**config.mk**
```make
export PLATFORM = sky130hd
export DESIGN_NAME = mem_map_decoder
export DESIGN_NICKNAME = d
export VERILOG_FILES = /design/src/rtl/mmd_pkg.sv /design/src/rtl/mmd_region_decode.sv /design/src/rtl/mmd_read_mux.sv /design/src/rtl/mem_map_decoder.sv
export SDC_FILE = /design/constraint.sdc
export NUM_CORES = 1
export LEC_CHECK = 0
export ABC_AREA = 1
export BUFFER_PORTS_ARGS = -buffer_cell sky130_fd_sc_hd__clkbuf_2
export CAP_MARGIN = 40
export CORE_AREA = 3 3 46 48
export DETAILED_ROUTE_END_ITERATION = 7
export DIE_AREA = 0 0 49 51
export PLACE_DENSITY = 0.87
export RECOVER_POWER = 100
export SKIP_LAST_GASP = 1
export SYNTH_ARGS = -nofsm -noshare
export SYNTH_HDL_FRONTEND = slang
export SYNTH_SLANG_ARGS = --single-unit
export TNS_END_PERCENT = 20
```
**constraint.sdc**
```tcl
create_clock -name clk -period 2.3 [get_ports clk]
set_input_delay 0 -clock clk [delete_from_list [all_inputs] [get_ports clk]]
set_output_delay 0 -clock clk [all_outputs]
set_load 0.02 [all_outputs]
```
**src/rtl/mmd_pkg.sv**
```systemverilog
package mmd_pkg;
    typedef enum logic [2:0] {
        SRC_NONE,
        SRC_RAM0,
        SRC_RAM1,
        SRC_ROM,
        SRC_IO
    } src_e;

    typedef struct packed {
        logic ram0;
        logic ram1;
        logic rom;
        logic io;
    } hit_t;
endpackage

```
**src/rtl/mmd_region_decode.sv**
```systemverilog
module mmd_region_decode
    import mmd_pkg::*;
#(
    parameter int ADDR_W = 16,
    parameter int MEM_AW = 11,
    parameter logic [ADDR_W-1:0] RAM0_BASE = 16'h0000,
    parameter logic [ADDR_W-1:0] RAM1_BASE = 16'h0800,
    parameter logic [ADDR_W-1:0] ROM_BASE  = 16'hF800,
    parameter logic [ADDR_W-1:0] IO_BASE   = 16'h1000
) (
    input  logic [ADDR_W-1:0] addr,
    output hit_t              hit,
    output src_e              src,
    output logic              reg_sel
);
    localparam int N_MEM = 3;
    localparam logic [ADDR_W-1:0] MEM_BASES [N_MEM] = '{RAM0_BASE, RAM1_BASE, ROM_BASE};

    logic [N_MEM-1:0] mem_hit;

    for (genvar g = 0; g < N_MEM; g++) begin : g_mem
        assign mem_hit[g] = (addr[ADDR_W-1:MEM_AW] == MEM_BASES[g][ADDR_W-1:MEM_AW]);
    end

    always_comb begin
        hit.ram0 = mem_hit[0];
        hit.ram1 = mem_hit[1];
        hit.rom  = mem_hit[2];
        hit.io   = (addr[ADDR_W-1:1] == IO_BASE[ADDR_W-1:1]);
    end

    always_comb begin
        if (hit.ram0)      src = SRC_RAM0;
        else if (hit.ram1) src = SRC_RAM1;
        else if (hit.rom)  src = SRC_ROM;
        else if (hit.io)   src = SRC_IO;
        else               src = SRC_NONE;
    end

    assign reg_sel = addr[0];
endmodule

```
**src/rtl/mmd_read_mux.sv**
```systemverilog
module mmd_read_mux
    import mmd_pkg::*;
#(
    parameter int DATA_W = 8
) (
    input  logic              clk,
    input  logic              rst_n,
    input  logic              rd_req,
    input  src_e              rd_src,
    input  logic [DATA_W-1:0] ram0_rdata,
    input  logic [DATA_W-1:0] ram1_rdata,
    input  logic [DATA_W-1:0] rom_rdata,
    input  logic [DATA_W-1:0] io_rdata,
    output logic [DATA_W-1:0] rdata
);
    src_e state_q, state_d;

    // next state: the source of this cycle's read, or none
    always_comb begin
        state_d = rd_req ? rd_src : SRC_NONE;
    end

    always_ff @(posedge clk) begin
        if (!rst_n) state_q <= SRC_NONE;
        else        state_q <= state_d;
    end

    // output process: steer the device that was read last cycle
    always_comb begin
        unique case (state_q)
            SRC_RAM0: rdata = ram0_rdata;
            SRC_RAM1: rdata = ram1_rdata;
            SRC_ROM:  rdata = rom_rdata;
            SRC_IO:   rdata = io_rdata;
            default:  rdata = '0;
        endcase
    end
endmodule

```
**src/rtl/mem_map_decoder.sv**
```systemverilog
module mem_map_decoder
    import mmd_pkg::*;
#(
    parameter int ADDR_W = 16,
    parameter int DATA_W = 8,
    parameter int MEM_AW = 11
) (
    input  logic              clk,
    input  logic              rst_n,
    input  logic              cpu_req,
    input  logic              cpu_we,
    input  logic [ADDR_W-1:0] cpu_addr,
    input  logic [DATA_W-1:0] ram0_rdata,
    input  logic [DATA_W-1:0] ram1_rdata,
    input  logic [DATA_W-1:0] rom_rdata,
    input  logic [DATA_W-1:0] io_rdata,
    output logic [MEM_AW-1:0] mem_addr,
    output logic              ram0_cs,
    output logic              ram1_cs,
    output logic              rom_cs,
    output logic              io_cs,
    output logic              io_reg_sel,
    output logic              mem_we,
    output logic [DATA_W-1:0] cpu_rdata
);
    hit_t hit;
    src_e src;
    logic rd, wr;

    mmd_region_decode #(.ADDR_W(ADDR_W), .MEM_AW(MEM_AW)) u_dec (
        .addr    (cpu_addr),
        .hit     (hit),
        .src     (src),
        .reg_sel (io_reg_sel)
    );

    assign rd = cpu_req & ~cpu_we;
    assign wr = cpu_req &  cpu_we;

    assign ram0_cs  = cpu_req & hit.ram0;
    assign ram1_cs  = cpu_req & hit.ram1;
    assign rom_cs   = rd & hit.rom;
    assign io_cs    = cpu_req & hit.io;
    assign mem_we   = wr & (hit.ram0 | hit.ram1 | hit.io);
    assign mem_addr = cpu_addr[MEM_AW-1:0];

    mmd_read_mux #(.DATA_W(DATA_W)) u_mux (
        .clk        (clk),
        .rst_n      (rst_n),
        .rd_req     (rd),
        .rd_src     (src),
        .ram0_rdata (ram0_rdata),
        .ram1_rdata (ram1_rdata),
        .rom_rdata  (rom_rdata),
        .io_rdata   (io_rdata),
        .rdata      (cpu_rdata)
    );
endmodule

```
**After elaboration in Yosys (flattened, before gate mapping)**

Cells that the tools add are included.

- Flip-flop bits (word level): 3
- Word-level logic and storage cells: 31
- Input port bits: 52

- Bitwise operators: 12
- Eq/ne operators: 7
- Reduce and logical (&&, ||, !) cells: 4
- Mux-type cells: 5

Operators with widths:

| cell | count |
|---|---|
| 8-bit one-hot mux with 4 select lines | 1 |
| 15-bit by 12-bit equality test with 1-bit output (second input constant) | 1 |
| 1-bit bitwise AND | 7 |
| 3-bit by 2-bit equality test with 1-bit output (second input constant) | 2 |
| 5-bit by 1-bit equality test with 1-bit output (second input constant) | 1 |
| 5-bit equality test (second input constant) | 1 |
| 5-bit zero test | 1 |
| 5-bit OR reduction | 1 |
| 2-bit two-way mux | 2 |
| 3-bit by 1-bit equality test with 1-bit output (second input constant) | 1 |
| 3-bit equality test (second input constant) | 1 |
| 3-bit two-way mux | 1 |
| 1-bit NOT | 3 |
| 3-bit OR reduction | 1 |
| 1-bit bitwise OR | 2 |
| 2-bit AND reduction | 1 |
| 1-bit two-way mux | 1 |

**Longest topological paths before layout**

- Depth in word-level cells: 5
- Depth in mapped cells: 6
- Mapped depth without buffers: 6

**Cells and area by module**

From an unflattened synthesis, not the netlist that was laid out.

- Cell total of the unflattened synthesis: 158
- Area, all modules: 862.1 um^2

Modules (own cells, without submodules):

| module | seq. area each (um^2) | area each (um^2) | cells each | instances |
|---|---|---|---|---|
| mmd_read_mux | 60.1 | 555.5 | 94 | 1 |
| mmd_region_decode | 0.0 | 165.2 | 40 | 1 |
| mem_map_decoder | 0.0 | 141.4 | 24 | 1 |

**Least setup slack after synthesis**

No wires, ideal clock.

- Kind: register to output
- Start: register u_mux.state_q[0]
- End: output port cpu_rdata[0]
- Path slack: 1316 ps
- Buffers on the path: 1
- Data required time: 2300 ps
- Arrival time: 984 ps
- Cell stages (with the launch flop): 6
- Path through: dfxtp_1 > buf_6 > inv_6 > nor3_4 > nand2_1 > nand4_1

- Word-level cells in the longest chain between the ends: 2
- Elaborated cells on any way between the ends: 5
- Those cells by class: eq/ne: 4; mux: 1

Ends and longest elaborated chain:

| what | RTL line | source |
|---|---|---|
| start, declared | mmd_read_mux.sv:16 | `src_e state_q, state_d;` |
| start signal, assigned | mmd_read_mux.sv:25 | `else state_q <= state_d;` |
| 3-bit equality test, or another cell as far along | mmd_read_mux.sv:30 | `unique case (state_q)` |
| 8-bit one-hot mux with 4 select lines * | mmd_read_mux.sv:30 |  |
| end, declared | mem_map_decoder.sv:24 | `output logic [DATA_W-1:0] cpu_rdata` |

Mark *: on every way between the ends. The rest lies on a longest branch, timed or not.

**Final worst setup path**

- Start: register u_mux.state_q[0]
- End: output port cpu_rdata[7]

Same word-level chain as after synthesis.

==> qor.txt <==
N_diodes -> 0
Core area -> 1750 µm²
Register area share after synthesis -> 0.101
TritonCTS clock tree -> yes
Largest reg by FF count -> u_mux.state_q
Switching share of power -> 0.305
Via density -> 4.84
CP endpoint kind -> output pin
Final Critical Period -> 1.64 ns
Clock transition at the registers of the reported paths -> 0.04 ns
Power, Total -> 0.000226 W
Combinational Power Share -> 0.363
Post-synth cell types -> 17
Root buffer cell -> clkbuf_4
Total CTS buffers -> 3
Placed Cells -> 183
Dpl ws -> 0.977 ns
Final Wtd Congestion -> 0.866
P_sw -> 0.0000690 W
Max reg flops -> 3
Vias in the first global route -> 831
Syn-to-layout area delta -> 46.5%
Internal Power -> 0.000157 W
Status -> completed
Min-Delay Path Class -> in2out
Share of layout cells above drive strength 1 -> 0.358
DRT antenna net count -> 0
Post-CTS Setup Inserts -> 0
I/O pin count -> 77
GRT overflow -> 0
Hold Buf Count CTS -> 0
Detailed-route via count -> 906
Final wirelength -> 1920 µm
Slew @ Worst Pin -> 0.660 ns
Crit share post-route -> 0.711
Input/output buffers -> 73
Maxcap violations -> 0
CP arrival -> 1.64 ns
Fill cells -> 195
Clk buf depth -> 2
Worst relative slew slack -> 0.560
Die area -> 2500 µm²
Htree depth -> 1
Crit Path Class -> reg2out
Startpoint Class -> flop
Chip width -> 49 µm
Power density cells -> 259 nW/µm²
Fin. Hold Viols -> 0
Worst-path maximum fanout -> 10
Die H -> 51 µm
# rows -> 15
Worst vdd ir -> 0.124 mV
Final Setup Violations -> 0
Post-CTS Resized -> 0
Hpwl dp -> 1690 µm
Number of synthesized register bits -> 3
Fmax -> 0.612 GHz
Synth Cell Area -> 594 µm²
Gr usage total -> 0.160
Cell Count, Final, Fillers Out -> 187
Warnings, synthesis -> 0
Synth Instances -> 101
Clk pwr share -> 0.399
Unrepaired setup endpoints after global routing -> no
Leakage power -> 0.416 nW
Setup TNS -> 0 ns
Largest net degree at the start of global routing -> 19
Nets@finish -> 215
Mean Syn Cell Area -> 5.88 µm²
WL/cell -> 10.3 µm
Synthesized Nets -> 153
Initial DRC Count -> 12
Slew Limit Fails -> 0
Critical Path RT -> 2.30 ns
First-pass GRT wire length -> 3220 µm
Sequential share of power -> 0.237
CTS Sinks -> 3
Top flop regs -> u_mux.state_q (3)
Starting Density -> 0.341
DRC violations left -> 0
Setup slack after layout -> 0.665 ns
1st-pass router iterations -> 4
Initial antenna violation count -> 0
critical path, cell delays in order, from the launching register on:
cell and delay [ns]:
dfxtp_1 0.60, inv_6 0.10, nor3_4 0.27, nand2_1 0.10, nand4_1 0.09, clkbuf_1 0.24
cell type report:
class,count,area [µm²],area share
inverters,7,31.3,0.0359
repair buffers,73,338,0.388
flip-flops and latches,3,60.1,0.0690
multi-input cells,75,384,0.441
clock buffers,4,26.3,0.0302
well taps,25,31.3,0.0359
cells by family (layout without fill, tap and decap cells):
kind of cell	after synthesis	after routing	synth area share
AOI/OAI and AO/OA	3	3	0.0337
buffers and inverters	23	84	0.253
DFF	3	3	0.101
and+or+nand+nor	72	72	0.613
synth_stat cells:
cell      number  area share
nand2_1       27        0.17
nand4_1       24        0.25
nor2_1        14       0.088
buf_4         13        0.16
inv_1          4       0.025
dfxtp_1        3        0.10
buf_2          2       0.017
inv_2          2       0.013
nand3_1        2       0.017
nor3_1         2       0.017
nor3_4         2       0.055
a21boi_1       1       0.013
a21oi_1        1      0.0084
buf_6          1       0.019
inv_6          1       0.015
nor3b_1        1       0.013
o21a_1         1       0.013
per-layer routing:
layer | GRT usage | part of all wire | vias to the layer above
li1 | - | - | 465
met1 | 0.161 | 0.39 | 375
met2 | 0.296 | 0.47 | 66
met3 | 0.0554 | 0.15 | 0
met4 | 0.0711 | 0 | 0
met5 | 0 | 0 | -
path summary, 6_finish.rpt:
check	startpoint	endpoint	slack (ns)	cells after the start
worst min-delay path	cpu_addr[0]	mem_addr[0]	0.0002	0
worst max-delay path	u_mux.state_q[0]$_SDFF_PN0_	cpu_rdata[7]	0.66	5
stage by stage:
stage	hold WS (ns)	utilization	area, µm²
after detailed placement	0.000235	0.500	872
after global routing	0.000224	0.499	871
after CTS	0.000235	0.515	898
after floorplan	0.0831	-	594
after global placement	0.000235	0.500	872
final	0.000237	0.499	871
power groups by stage:
stage          clock [W]  combinational [W]  sequential (W)
2_1_floorplan          0          0.0000469       0.0000534
3_3_place_gp           0          0.0000840       0.0000543
3_5_place_dp           0          0.0000851       0.0000544
4_1_cts        0.0000971          0.0000859       0.0000536
5_1_grt         0.000106          0.0000908       0.0000536
6_report       0.0000901          0.0000821       0.0000536
cells in the final DEF, fill, tap and decap left out:
master,instances
a21oi_1,1
nor2_1,14
nor3_4,2
nand4_1,24
o21a_1,1
clkbuf_1,23
inv_6,1
a21boi_0,1
clkbuf_2,51
dfxtp_1,3
nand3_1,2
inv_1,5
inv_2,1
nor3_1,2
nand2_1,27
nor3b_1,1
clkbuf_4,3
(Power assumes the default switching activity.)
